`src/rtl/fevu_pkg.sv`:
```
package fevu_pkg;
  localparam int AW    = 4;
  localparam int CAUSE_N = 5;

  // cause bit positions (raw, mask and masked share them)
  localparam int C_TX_LOW  = 0;
  localparam int C_TX_OVF  = 1;
  localparam int C_RX_UNF  = 2;
  localparam int C_RX_OVF  = 3;
  localparam int C_RX_HIGH = 4;

  // status bit positions
  localparam int S_BUSY    = 0;
  localparam int S_TX_FULL = 1;
  localparam int S_TX_EMP  = 2;
  localparam int S_RX_EMP  = 3;
  localparam int S_RX_FULL = 4;

  // clear bitmap positions
  localparam int K_ALL    = 0;
  localparam int K_RX_UNF = 1;
  localparam int K_RX_OVF = 2;
  localparam int K_TX_OVF = 3;

  // DMA enable positions
  localparam int D_RX = 0;
  localparam int D_TX = 1;

  typedef enum logic [AW-1:0] {
    A_STAT  = 4'd0,
    A_TXLVL = 4'd1,
    A_RXLVL = 4'd2,
    A_TXTHR = 4'd3,
    A_RXTHR = 4'd4,
    A_MASK  = 4'd5,
    A_RAW   = 4'd6,
    A_MSTAT = 4'd7,
    A_CLR   = 4'd8,
    A_DMAEN = 4'd9,
    A_TXWM  = 4'd10,
    A_RXWM  = 4'd11
  } reg_addr_e;
endpackage

```
`src/rtl/fevu_regbank.sv`:
```
module fevu_regbank
  import fevu_pkg::*;
#(
  parameter int DEPTH = 32,
  parameter int LVL_W = $clog2(DEPTH + 1),
  parameter int DW    = 16
) (
  input  logic              clk,
  input  logic              rst,
  input  logic              wr,
  input  logic [AW-1:0]     addr,
  input  logic [DW-1:0]     wdata,
  output logic [LVL_W-1:0]  tx_thr,
  output logic [LVL_W-1:0]  rx_thr,
  output logic [LVL_W-1:0]  tx_wm,
  output logic [LVL_W-1:0]  rx_wm,
  output logic [CAUSE_N-1:0] mask,
  output logic [1:0]        dma_en,
  output logic [3:0]        clr
);
  localparam int NLV = 4;
  localparam logic [AW-1:0] LV_ADDR [NLV] = '{A_TXTHR, A_RXTHR, A_TXWM, A_RXWM};
  localparam logic [LVL_W-1:0] LV_MAX = LVL_W'(DEPTH - 1);

  logic [LVL_W-1:0] lv_q [NLV];
  logic [LVL_W-1:0] wsat;

  // clamp a written level to the largest usable entry index
  always_comb begin
    if (wdata > DW'(DEPTH - 1)) wsat = LV_MAX;
    else                        wsat = wdata[LVL_W-1:0];
  end

  for (genvar g = 0; g < NLV; g++) begin : g_lv
    always_ff @(posedge clk) begin
      if (rst)                              lv_q[g] <= '0;
      else if (wr && addr == LV_ADDR[g])    lv_q[g] <= wsat;
    end
  end

  assign tx_thr = lv_q[0];
  assign rx_thr = lv_q[1];
  assign tx_wm  = lv_q[2];
  assign rx_wm  = lv_q[3];

  always_ff @(posedge clk) begin
    if (rst) begin
      mask   <= '0;
      dma_en <= '0;
    end else if (wr) begin
      if (addr == A_MASK)  mask   <= wdata[CAUSE_N-1:0];
      if (addr == A_DMAEN) dma_en <= wdata[1:0];
    end
  end

  // clear strobes act on the same edge as the write
  assign clr = (wr && addr == A_CLR) ? wdata[3:0] : 4'b0;
endmodule

```
`src/rtl/fevu_sticky.sv`:
```
module fevu_sticky #(
  parameter int N = 3
) (
  input  logic         clk,
  input  logic         rst,
  input  logic [N-1:0] set,
  input  logic [N-1:0] clr,
  output logic [N-1:0] flag
);
  for (genvar g = 0; g < N; g++) begin : g_flag
    always_ff @(posedge clk) begin
      if (rst)         flag[g] <= 1'b0;
      else if (set[g]) flag[g] <= 1'b1;   // event beats clear
      else if (clr[g]) flag[g] <= 1'b0;
    end
  end
endmodule

```
`src/rtl/fevu_req.sv`:
```
module fevu_req
  import fevu_pkg::*;
#(
  parameter int DEPTH = 32,
  parameter int LVL_W = $clog2(DEPTH + 1)
) (
  input  logic               clk,
  input  logic               rst,
  input  logic [LVL_W-1:0]   tx_level,
  input  logic [LVL_W-1:0]   rx_level,
  input  logic [LVL_W-1:0]   tx_thr,
  input  logic [LVL_W-1:0]   rx_thr,
  input  logic [LVL_W-1:0]   tx_wm,
  input  logic [LVL_W-1:0]   rx_wm,
  input  logic [CAUSE_N-1:0] mask,
  input  logic [1:0]         dma_en,
  input  logic [2:0]         sticky,
  output logic [CAUSE_N-1:0] raw,
  output logic [CAUSE_N-1:0] masked,
  output logic               irq,
  output logic               tx_req,
  output logic               rx_req
);
  always_comb begin
    raw            = '0;
    raw[C_TX_LOW]  = (tx_level <= tx_thr);
    raw[C_TX_OVF]  = sticky[0];
    raw[C_RX_UNF]  = sticky[1];
    raw[C_RX_OVF]  = sticky[2];
    raw[C_RX_HIGH] = (rx_level > rx_thr);
  end

  assign masked = raw & mask;

  always_ff @(posedge clk) begin
    if (rst) begin
      irq    <= 1'b0;
      tx_req <= 1'b0;
      rx_req <= 1'b0;
    end else begin
      irq    <= |masked;
      tx_req <= dma_en[D_TX] && (tx_level <= tx_wm);
      rx_req <= dma_en[D_RX] && (rx_level > rx_wm);
    end
  end
endmodule

```
`src/rtl/fifo_event_unit.sv`:
```
module fifo_event_unit
  import fevu_pkg::*;
#(
  parameter int DEPTH = 32,
  parameter int LVL_W = $clog2(DEPTH + 1),
  parameter int DW    = 16
) (
  input  logic             clk,
  input  logic             rst,
  input  logic             bus_wr,
  input  logic [3:0]       bus_addr,
  input  logic [DW-1:0]    bus_wdata,
  output logic [DW-1:0]    bus_rdata,
  input  logic             engine_busy,
  input  logic [LVL_W-1:0] tx_level,
  input  logic [LVL_W-1:0] rx_level,
  input  logic             tx_push,
  input  logic             rx_push,
  input  logic             rx_pop,
  output logic             tx_push_ok,
  output logic             rx_push_ok,
  output logic             irq,
  output logic             tx_dma_req,
  output logic             rx_dma_req
);
  localparam logic [LVL_W-1:0] FULL = LVL_W'(DEPTH);

  logic [LVL_W-1:0]   tx_thr_w, rx_thr_w, tx_wm_w, rx_wm_w;
  logic [CAUSE_N-1:0] mask_w, raw_w, masked_w;
  logic [1:0]         dma_en_w;
  logic [3:0]         clr_w;
  logic [2:0]         set_w, sclr_w, sticky_w;
  logic [4:0]         stat_w;
  logic               tx_full, rx_full;

  assign tx_full = (tx_level == FULL);
  assign rx_full = (rx_level == FULL);

  assign tx_push_ok = tx_push && !tx_full;
  assign rx_push_ok = rx_push && !rx_full;

  fevu_regbank #(.DEPTH(DEPTH), .LVL_W(LVL_W), .DW(DW)) regs_i (
    .clk(clk), .rst(rst), .wr(bus_wr), .addr(bus_addr), .wdata(bus_wdata),
    .tx_thr(tx_thr_w), .rx_thr(rx_thr_w), .tx_wm(tx_wm_w), .rx_wm(rx_wm_w),
    .mask(mask_w), .dma_en(dma_en_w), .clr(clr_w)
  );

  // sticky order: 0 tx overflow, 1 rx underflow, 2 rx overflow
  assign set_w[0]  = tx_push && tx_full;
  assign set_w[1]  = rx_pop && (rx_level == '0);
  assign set_w[2]  = rx_push && rx_full;
  assign sclr_w[0] = clr_w[K_ALL] | clr_w[K_TX_OVF];
  assign sclr_w[1] = clr_w[K_ALL] | clr_w[K_RX_UNF];
  assign sclr_w[2] = clr_w[K_ALL] | clr_w[K_RX_OVF];

  fevu_sticky #(.N(3)) sticky_i (
    .clk(clk), .rst(rst), .set(set_w), .clr(sclr_w), .flag(sticky_w)
  );

  fevu_req #(.DEPTH(DEPTH), .LVL_W(LVL_W)) req_i (
    .clk(clk), .rst(rst),
    .tx_level(tx_level), .rx_level(rx_level),
    .tx_thr(tx_thr_w), .rx_thr(rx_thr_w), .tx_wm(tx_wm_w), .rx_wm(rx_wm_w),
    .mask(mask_w), .dma_en(dma_en_w), .sticky(sticky_w),
    .raw(raw_w), .masked(masked_w),
    .irq(irq), .tx_req(tx_dma_req), .rx_req(rx_dma_req)
  );

  always_comb begin
    stat_w            = '0;
    stat_w[S_BUSY]    = engine_busy;
    stat_w[S_TX_FULL] = tx_full;
    stat_w[S_TX_EMP]  = (tx_level == '0);
    stat_w[S_RX_EMP]  = (rx_level == '0);
    stat_w[S_RX_FULL] = rx_full;
  end

  always_ff @(posedge clk) begin
    if (rst) bus_rdata <= '0;
    else begin
      case (bus_addr)
        A_STAT:  bus_rdata <= DW'(stat_w);
        A_TXLVL: bus_rdata <= DW'(tx_level);
        A_RXLVL: bus_rdata <= DW'(rx_level);
        A_TXTHR: bus_rdata <= DW'(tx_thr_w);
        A_RXTHR: bus_rdata <= DW'(rx_thr_w);
        A_MASK:  bus_rdata <= DW'(mask_w);
        A_RAW:   bus_rdata <= DW'(raw_w);
        A_MSTAT: bus_rdata <= DW'(masked_w);
        A_DMAEN: bus_rdata <= DW'(dma_en_w);
        A_TXWM:  bus_rdata <= DW'(tx_wm_w);
        A_RXWM:  bus_rdata <= DW'(rx_wm_w);
        default: bus_rdata <= '0;
      endcase
    end
  end
endmodule

```
`config.mk`:
```
export PLATFORM = sky130hd
export DESIGN_NAME = fifo_event_unit
export DESIGN_NICKNAME = d
export VERILOG_FILES = /design/src/rtl/fevu_pkg.sv /design/src/rtl/fevu_regbank.sv /design/src/rtl/fevu_sticky.sv /design/src/rtl/fevu_req.sv /design/src/rtl/fifo_event_unit.sv
export SDC_FILE = /design/constraint.sdc
export NUM_CORES = 1
export LEC_CHECK = 0
export ABC_CLOCK_PERIOD_IN_PS = 3200
export BUFFER_PORTS_ARGS = -buffer_cell sky130_fd_sc_hd__buf_2
export CAP_MARGIN = 15
export CORE_UTILIZATION = 55
export DETAILED_ROUTE_END_ITERATION = 16
export PLACE_DENSITY = 0.84
export REMOVE_ABC_BUFFERS = 1
export SKIP_LAST_GASP = 1
export SYNTH_ARGS = -nofsm -noshare
export SYNTH_HDL_FRONTEND = slang
export SYNTH_HIERARCHICAL = 1
export SYNTH_SLANG_ARGS = --single-unit
```
`constraint.sdc`:
```
create_clock -name clk -period 3.2 [get_ports clk]
set_clock_uncertainty 0.2 [all_clocks]
set_input_delay 0.96 -clock clk [delete_from_list [all_inputs] [get_ports clk]]
set_output_delay 0.96 -clock clk [all_outputs]
set_load 0.02 [all_outputs]
```
==> results of run 1 <==
[cell type report]
cell class / instances / area share
Multi-Input combinational cell: 243 / 0.5106
Sequential cell: 43 / 0.3020
Timing Repair Buffer: 63 / 0.1012
Inverter: 36 / 0.03706
Tap cell: 72 / 0.02471
Clock buffer: 5 / 0.01887
Clock inverter: 3 / 0.005491
[per-layer routing]
metal | part of all wire | vias to the layer above | track usage | wire (um)
li1 | - | 1303 | - | -
met1 | 0.41 | 1315 | 0.3260 | 3291
met2 | 0.48 | 141 | 0.4696 | 3838
met3 | 0.073 | 35 | 0.04186 | 586
met4 | 0.045 | 0 | 0.1463 | 364
met5 | 0 | - | 0 | 0
[power groups by stage]
stage	registers (uW)	logic, uW	clock network [uW]
floorplan	636	147	0
global placement	641	249	0
detailed placement	642	259	0
CTS	629	265	355
global route	631	295	378
finish	630	269	348
[worst max-delay path: cells and delay by family]
kind,cells,cell delay (ns)
simple gates,3,1.09
buf+inv,2,0.22
[cell usage after synthesis, drive strengths merged (3+ instances only)]
cell type / n
a31oi: 7
nand3b: 4
nand3: 7
o21bai: 3
nand2b: 7
buf: 22
nor4: 7
and2: 5
inv: 35
or3: 3
nand4: 4
ha: 24
a32oi: 3
and3: 5
mux2i: 13
or4: 4
o21ai: 10
a21o: 5
and3b: 5
nor2: 28
a21oi: 13
edfxtp: 24
dfxtp: 19
nor2b: 7
nand2: 19
mux2: 5
clkbuf: 3
mux4: 3
or2: 5
[final timing paths]
| path | endpoint | slack, ns |
|---|---|---|
| max reg2reg | bus_rdata[0] | 0.74 |
| min | sticky_i/flag[1] | 0.30 |
| max | rx_push_ok | -0.23 |
| min reg2reg | sticky_i/flag[1] | 0.30 |
[sequential cells by signal, indices dropped and copies added (netlist names)]
register,count
regs_i/lv_q,24
req_i/irq,1
req_i/rx_req,1
regs_i/dma_en,2
bus_rdata,6
sticky_i/flag,3
regs_i/mask,5
req_i/tx_req,1
[cells by family (layout without fill, tap and decap cells)]
group | count (synthesis) | count (layout) | synth area share
other cells | 2 | 14 | 0.002322
fa+ha+maj | 24 | 24 | 0.09284
mux | 21 | 21 | 0.07969
flops | 43 | 43 | 0.3404
simple gates | 123 | 123 | 0.2518
buf+inv | 61 | 107 | 0.09864
compound gates | 61 | 61 | 0.1342
[timing repair]
action                     4_1_cts  5_1_grt
setup endpoints to repair        1        1
pin swaps                        3        0
resized for setup                5        0
[through the flow]
| step | cell area [um^2] | hold WS (ns) | setup TNS (ns) | util |
|---|---|---|---|---|
| after CTS | 3646 | 0.2920 | -0.2228 | 0.6541 |
| after global placement | 3536 | 0.2713 | -0.2997 | 0.6343 |
| final | 3646 | 0.2974 | -0.2306 | 0.6541 |
| after floorplan | 3095 | 0.2397 | -0.07743 | - |
| after detailed placement | 3536 | 0.2804 | -0.2972 | 0.6343 |
| after global routing | 3646 | 0.3305 | -0.2468 | 0.6541 |
[cell usage in the layout, fill, tap and decap left out, types with 3 or more instances in the layout]
master | synthesis | routed
buf_2 | 3 | 46
inv_1 | 35 | 35
nor2_1 | 28 | 28
edfxtp_1 | 24 | 24
ha_1 | 24 | 24
nand2_1 | 19 | 19
dfxtp_1 | 19 | 19
conb_1 | 2 | 14
buf_4 | 15 | 14
mux2i_1 | 13 | 13
a21oi_1 | 13 | 13
o21ai_0 | 10 | 10
a31oi_1 | 7 | 7
nand3_1 | 7 | 7
nand2b_1 | 7 | 7
nor2b_1 | 7 | 7
a21o_1 | 5 | 5
and3b_1 | 5 | 5
clkbuf_8 | 0 | 5
nor4_4 | 5 | 5
or2_2 | 4 | 4
nand4_1 | 4 | 4
and3_1 | 4 | 4
and2_1 | 5 | 4
or4_4 | 3 | 3
o21bai_1 | 3 | 3
mux2_2 | 3 | 3
a32oi_1 | 3 | 3
nand3b_1 | 3 | 3
buf_6 | 4 | 3
==> flow_metrics.env, run 1 <==
export IMPL_outcome="finished, violations left"
export IMPL_violations="setup timing"
export IMPL_syn_mean_instance_area_um2=9.655
export IMPL_synthCells=335
export IMPL_hpwlAfterDp_mm=6.384
export IMPL_vdd_ir_drop_max_v=0.0001906
export IMPL_crit_path_cell_trace="buf_6, or4_4, or3b_4, and2_4, buf_6"
export IMPL_fillers=463
export IMPL_ys_warnings_count=6
export IMPL_reg2reg_depth=9
export IMPL_worstPathRequired_ns=2.04
export IMPL_cts_setup_buffers=0
export IMPL_synth_cell_types=67
export IMPL_p_int_uw=875.7
export IMPL_die_area_um2=6191
export IMPL_tightest_slew_ns=0.8610
export IMPL_finalCritPeriodShare=1.072
export IMPL_vias=2794
export IMPL_cts_made_buffers=5
export IMPL_path_class="in2out"
export IMPL_fin_nets=455
export IMPL_rsz0062_at_grt="yes"
export IMPL_crit_path_start_kind="input pin"
export IMPL_cts_max_path_buffers=2
export IMPL_cp_max_fo=2
export IMPL_routed_via_density=6.009
export IMPL_start_util=0.5802
export IMPL_p_leak_uw=0.001699
export IMPL_core_um2=5574
export IMPL_multi_input_area_um2=1862
export IMPL_worst_setup_path_end_kind="output port"
export IMPL_dpl_worst_slack_ns=-0.2972
export IMPL_first_pass_iters=4
export IMPL_drc=0
export IMPL_ant_nets=0
export IMPL_r2r_start="regs_i/lv_q[0][5]"
export IMPL_wl_mm=8.080
export IMPL_netlist_area_um2=3234
export IMPL_diodes=0
export IMPL_regArea_um2=1101
export IMPL_finalNonFillerCells=465
export IMPL_grt_overflow_total=0
export IMPL_power_switching_uw=371.9
export IMPL_root_buffer="clkbuf_8"
export IMPL_rows=27
export IMPL_cpPeakStageDelay_ns=0.53
export IMPL_chipWidth_um=78.69
export IMPL_drive_gt1_frac=0.2417
export IMPL_power_uw=1248
export IMPL_async_reset_ff_frac=0
export IMPL_cpMaxStageDelayCell="or4_4"
export IMPL_startpoint="rx_level[2]"
export IMPL_dp_cells=457
export IMPL_hold_path_class="reg2reg"
export IMPL_clock_power_share=0.279
export IMPL_setup_slack_ns=-0.2306
export IMPL_ctsHtreeMaxLevel=2
export IMPL_cts_hold_buf=0
export IMPL_slew_headroom=0.4199
export IMPL_synth_area_leader_cell="edfxtp_1"
export IMPL_fmax_ghz=0.2915
export IMPL_finalHoldViolCount=0
export IMPL_ios=60
export IMPL_finalWeightedCongestion=0.9712
export IMPL_first_iter_violations=213
export IMPL_synthToLayoutAreaGrowth_pct=12.73
export IMPL_switching_share=0.2981
export IMPL_pwr_share_comb=0.216
export IMPL_track_usage=0.2733
export IMPL_wl_per_cell_um=17.38
export IMPL_cap_viol_max_count=0
export IMPL_hp_start="sticky_i/flag[1]"
export IMPL_fin_crit_ns=3.431
export IMPL_path_common_cell="buf_6"
export IMPL_clk_latency_ns=0.29
export IMPL_synth_top_area_frac=0.2228
export IMPL_grt_pass1_vias=2655
export IMPL_io_buffers=49
export IMPL_die_y_um=78.69
export IMPL_seq_area_frac_synth=0.3404
export IMPL_grt_antenna_before_repair=0
export IMPL_clock_sinks=43
export IMPL_p_seq_frac=0.505
export IMPL_ys_ff_latch=43
export IMPL_arrival_ns=2.27
export IMPL_powerDensity_nw_per_um2=342.2
export IMPL_hold_depth=2
export IMPL_setup_violations=1
export IMPL_grt_max_degree=30
export IMPL_synth_area_leaders="edfxtp_1 (22%), dfxtp_1 (12%), ha_1 (9.3%), inv_1 (4.1%), mux2i_1 (4.0%)"
export IMPL_grt_pass1_wl_mm=12.68
export IMPL_cts_tree="built"
export IMPL_synth_edf_count=24
export IMPL_clkTransAtPathRegs_ns=0.08
export IMPL_drv_slew=0
export IMPL_synth_flop_cell="edfxtp_1"
(Power assumes the default switching activity.)
==> inputs of run 2 (changes only) <==
SKIP_CTS_REPAIR_TIMING = 1   (was default)
==> run 2 against run 1 <==
Effect of this change: the flow still finishes with violations (setup timing); final area is the same; flip-flop and latch count is the same; clock power is essentially flat; sequential power is essentially flat; clock-buffer cell count is the same; wire length shrank 0.12%; setup slack lost 0.0015 ns.
==> flow_metrics.env, run 2 (synthesis results as in run 1) <==
export IMPL_outcome="finished, violations left"
export IMPL_violations="setup timing"
export IMPL_place_area_um2=3536
export IMPL_setup_slack_ns=-0.2321
export IMPL_diodes=0
export IMPL_drive_gt1_frac=0.2417
export IMPL_start_util=0.5802
export IMPL_cts_max_path_buffers=2
export IMPL_drc=0
export IMPL_synthToLayoutAreaGrowth_pct=12.73
export IMPL_worst_setup_path_end_kind="output port"
export IMPL_die_area_um2=6191
export IMPL_clk_latency_ns=0.30
export IMPL_routed_via_density=6.060
export IMPL_wl_per_cell_um=17.35
export IMPL_tightest_slew_ns=0.8632
export IMPL_cts_tree="built"
export IMPL_rsz0062_at_grt="yes"
export IMPL_cap_viol_max_count=0
export IMPL_fin_crit_ns=3.432
export IMPL_p_seq_frac=0.504
export IMPL_top_register="regs_i/lv_q"
export IMPL_fin_area_um2=3646
export IMPL_hold_ws_ns=0.2975
export IMPL_finalCritPeriodShare=1.073
export IMPL_finalNonFillerCells=465
export IMPL_io_buffers=49
export IMPL_p_int_uw=875.9
export IMPL_cp_max_fo=2
export IMPL_hold_path_class="reg2reg"
export IMPL_power_uw=1251
export IMPL_slew_headroom=0.4185
export IMPL_rows=27
export IMPL_root_buffer="clkbuf_8"
export IMPL_ios=60
export IMPL_fmax_ghz=0.2914
export IMPL_chipWidth_um=78.69
export IMPL_die_y_um=78.69
export IMPL_powerDensity_nw_per_um2=343.0
export IMPL_vias=2818
export IMPL_ant_nets=0
export IMPL_grt_antenna_before_repair=0
export IMPL_wl_mm=8.070
export IMPL_first_pass_iters=5
export IMPL_dpl_worst_slack_ns=-0.2972
export IMPL_crit_path_start_kind="input pin"
export IMPL_track_usage=0.2728
export IMPL_dp_cells=457
export IMPL_reg_top3="regs_i/lv_q x24, bus_rdata x6, regs_i/mask x5"
export IMPL_vdd_ir_drop_max_v=0.0001912
export IMPL_arrival_ns=2.27
export IMPL_p_leak_uw=0.001699
export IMPL_fin_nets=455
export IMPL_largest_reg_flops=24
export IMPL_pwr_share_comb=0.216
export IMPL_first_iter_violations=247
export IMPL_grt_overflow_total=0
export IMPL_worstPathRequired_ns=2.04
export IMPL_cts_made_buffers=5
export IMPL_core_um2=5574
export IMPL_drv_slew=0
export IMPL_grt_max_degree=30
export IMPL_finalHoldViolCount=0
export IMPL_clock_power_share=0.280
export IMPL_ctsHtreeMaxLevel=2
export IMPL_finalWeightedCongestion=0.9712
export IMPL_mostFrequentLayoutCells="buf_2 (46), inv_1 (35), nor2_1 (28)"
export IMPL_path_class="in2out"
export IMPL_setup_violations=1
export IMPL_clkTransAtPathRegs_ns=0.08
export IMPL_fillers=463
export IMPL_grt_pass1_vias=2631
export IMPL_switching_share=0.2996
export IMPL_hpwlAfterDp_mm=6.384
export IMPL_grt_pass1_wl_mm=12.66
export IMPL_power_switching_uw=374.7
export IMPL_final_common_cell="buf_2"
export IMPL_clock_sinks=43
[run 2: area by class of cell]
class | count | area, um^2 | area share
well taps | 72 | 90.09 | 0.02471
inverters | 36 | 135.1 | 0.03706
clock buffers | 5 | 68.82 | 0.01887
multi-input cells | 243 | 1862 | 0.5106
clock inverters | 3 | 20.02 | 0.005491
flip-flops and latches | 43 | 1101 | 0.3020
repair buffers | 63 | 369.1 | 0.1012
[run 2: metrics by stage]
stage	setup TNS [ns]	utilization
finish	-0.2321	0.6541
CTS	-0.3033	0.6503
global placement	-0.2997	0.6343
floorplan	-0.07743	-
detailed placement	-0.2972	0.6343
global route	-0.2468	0.6541
[run 2: power groups by stage]
stage / registers [uW] / clock network (uW) / logic, uW
after floorplan: 636 / 0 / 147
after global placement: 641 / 0 / 249
after detailed placement: 642 / 0 / 259
after CTS: 629 / 355 / 262
after global routing: 631 / 378 / 295
final: 631 / 350 / 270
[run 2: routing by layer]
metal | global-route usage | wire length, um
met1 | 0.3289 | 3359
met2 | 0.4670 | 3822
met3 | 0.04186 | 528
met4 | 0.1407 | 359
met5 | 0 | 0
[run 2: critical path, cell delays in order]
cell	delay, ns
buf_6	0.10
or4_4	0.53
or3b_4	0.41
and2_4	0.15
buf_6	0.12
[run 2: worst paths after layout]
check                                  startpoint          endpoint  slack, ns  depth (start not counted)
worst max-delay path                  rx_level[2]        rx_push_ok      -0.23                          5
worst min-delay path             sticky_i/flag[1]  sticky_i/flag[1]       0.30                          2
worst max register to register  regs_i/lv_q[0][5]      bus_rdata[0]       0.75                          9
worst min register to register   sticky_i/flag[1]  sticky_i/flag[1]       0.30                          2
==> inputs of run 3 (changes only) <==
==> constraint.sdc (replaced) <==
create_clock -name clk -period 3.2 [get_ports clk]
set_clock_uncertainty 0.2 [all_clocks]
set_input_delay 0.48 -clock clk [delete_from_list [all_inputs] [get_ports clk]]
set_output_delay 0.48 -clock clk [all_outputs]
set_load 0.02 [all_outputs]
==> run 3 against run 2 <==
Effect of this change: the flow now finishes without violations; critical path depth unchanged; flip-flop and latch count unchanged; register-to-register slack improved by 0.05 ns; sequential power about the same; worst hold slack got worse by 0.038 ns; power increased by 0.23%; maximum frequency increased by 33%; first-iteration DRC count decreased by 1.6%; wire length decreased by 4.2%; cell count decreased by 2.4%; utilization decreased by 1.7 points; combinational power decreased by 6%.
==> flow_metrics.env, run 3 (synthesis results as in run 1) <==
export IMPL_setup_violations=0
export IMPL_regArea_um2=1101
export IMPL_synthToLayoutAreaGrowth_pct=9.826
export IMPL_multi_input_area_um2=1859
export IMPL_crit_path_cell_trace="buf_2, or4_4, or3b_4, and2_1, buf_2"
export IMPL_track_usage=0.2667
export IMPL_tightest_slew_ns=0.6710
export IMPL_vdd_ir_drop_max_v=0.0001842
export IMPL_switching_share=0.2911
export IMPL_core_um2=5574
export IMPL_final_common_cell="buf_2"
export IMPL_largest_reg_flops=24
export IMPL_ios=60
export IMPL_die_area_um2=6191
export IMPL_die_y_um=78.69
export IMPL_arrival_ns=1.90
export IMPL_grt_antenna_before_repair=0
export IMPL_start_util=0.5802
export IMPL_powerDensity_nw_per_um2=352.9
export IMPL_p_seq_frac=0.503
export IMPL_ant_nets=0
export IMPL_met1_usage=0.3387
export IMPL_cts_made_buffers=5
export IMPL_finalNonFillerCells=454
export IMPL_clk_latency_ns=0.30
export IMPL_grt_pass1_wl_mm=12.59
export IMPL_finalWeightedCongestion=0.9052
export IMPL_reg_top3="regs_i/lv_q x24, bus_rdata x6, regs_i/mask x5"
export IMPL_mostFrequentLayoutCells="buf_2 (49), inv_1 (35), nor2_1 (28)"
export IMPL_hpwlAfterDp_mm=6.008
export IMPL_fillers=460
export IMPL_diodes=0
export IMPL_cpMaxStageDelayCell="or4_4"
export IMPL_use_met2=0.4487
export IMPL_outcome="finished, final reports clean"
export IMPL_first_pass_iters=5
export IMPL_drc=0
export IMPL_cts_max_path_buffers=2
export IMPL_path_class="in2out"
export IMPL_hold_path_class="in2reg"
export IMPL_finalCritPeriodShare=0.8059
export IMPL_drv_slew=0
export IMPL_cp_max_fo=4
export IMPL_fin_tns_setup_ns=0
export IMPL_grt_pass1_vias=2554
export IMPL_grt_busiest_layer="met2"
export IMPL_worst_setup_path_end_kind="output port"
export IMPL_routed_via_density=6.026
export IMPL_grt_met3_usage=0.04302
export IMPL_pwr_share_comb=0.202
export IMPL_wl_mm=7.733
export IMPL_io_buffers=49
export IMPL_drive_gt1_frac=0.2199
export IMPL_power_switching_uw=364.8
export IMPL_grt_overflow_total=0
export IMPL_cts_tree="built"
export IMPL_wl_per_cell_um=17.03
export IMPL_clkTransAtPathRegs_ns=0.08
export IMPL_p_int_uw=888.6
export IMPL_grt_max_degree=37
export IMPL_cpPeakStageDelay_ns=0.54
export IMPL_top_register="regs_i/lv_q"
export IMPL_startpoint="rx_level[4]"
export IMPL_worstPathRequired_ns=2.52
export IMPL_rows=27
export IMPL_r2r_start="regs_i/lv_q[0][5]"
export IMPL_p_leak_uw=0.001644
export IMPL_clock_sinks=43
export IMPL_finalHoldViolCount=0
export IMPL_slew_headroom=0.5526
export IMPL_rsz0062_at_grt="no"
export IMPL_fin_nets=444
export IMPL_cap_viol_max_count=0
export IMPL_crit_path_start_kind="input pin"
export IMPL_hp_start="bus_wdata[4]"
export IMPL_ctsHtreeMaxLevel=2
export IMPL_vias=2736
export IMPL_clock_power_share=0.295
export IMPL_root_buffer="clkbuf_8"
export IMPL_path_common_cell="buf_2"
export IMPL_chipWidth_um=78.69
export IMPL_fmax_ghz=0.3878
export IMPL_fin_crit_ns=2.579
export IMPL_dp_cells=446
export IMPL_first_iter_violations=243
[run 3: cell count changes in the layout (fill, tap and decap cells not counted)]
| cell | previous run | this run |
|---|---|---|
| and2_1 | 4 | 5 |
| clkinv_1 | 2 | 1 |
| clkbuf_8 | 5 | 6 |
| buf_6 | 3 | 0 |
| and2_4 | 1 | 0 |
| buf_2 | 46 | 49 |
| buf_4 | 14 | 3 |
[run 3: area by class of cell]
cell class	instances	area share
multi-input cells	243	0.5234
flip-flops and latches	43	0.3100
repair buffers	52	0.07538
inverters	36	0.03804
well taps	72	0.02536
clock buffers	6	0.02325
clock inverters	2	0.004579
[run 3: worst max-delay path, delay by kind of cell]
family | cells | cell delay, ns
AND/OR/NAND/NOR | 3 | 1.14
buffers and inverters | 2 | 0.27
[run 3: path summary, 6_finish.rpt]
check	to	slack, ns	cells past startpoint
worst max-delay path	rx_push_ok	0.62	5
worst min-delay path	regs_i/mask[4]	0.26	3
worst min register to register	regs_i/mask[2]	0.30	2
worst max register to register	bus_rdata[0]	0.80	10
[run 3: metrics by stage]
step	area, um^2	setup WS [ns]	utilization	hold WS (ns)	power [uW]
after floorplan	3095	0.8761	-	0.2397	783.0
after global placement	3453	0.6266	0.6195	0.2728	881.6
after detailed placement	3453	0.5806	0.6195	0.2820	890.3
after CTS	3552	0.6206	0.6373	0.2608	1257
after global routing	3552	0.5740	0.6373	0.2656	1320
final	3552	0.6211	0.6373	0.2597	1253
[run 3: routing by layer]
| metal | share of wire | up-vias |
|---|---|---|
| li1 | - | 1283 |
| met1 | 0.41 | 1274 |
| met2 | 0.47 | 153 |
| met3 | 0.083 | 26 |
| met4 | 0.033 | 0 |
| met5 | 0 | - |
[run 3: power by group through the flow]
stage,clock [uW],sequential [uW],combinational (uW)
finish,370,630,254
global route,407,631,282
CTS,378,629,250
detailed placement,0,642,249
global placement,0,641,241
floorplan,0,636,147
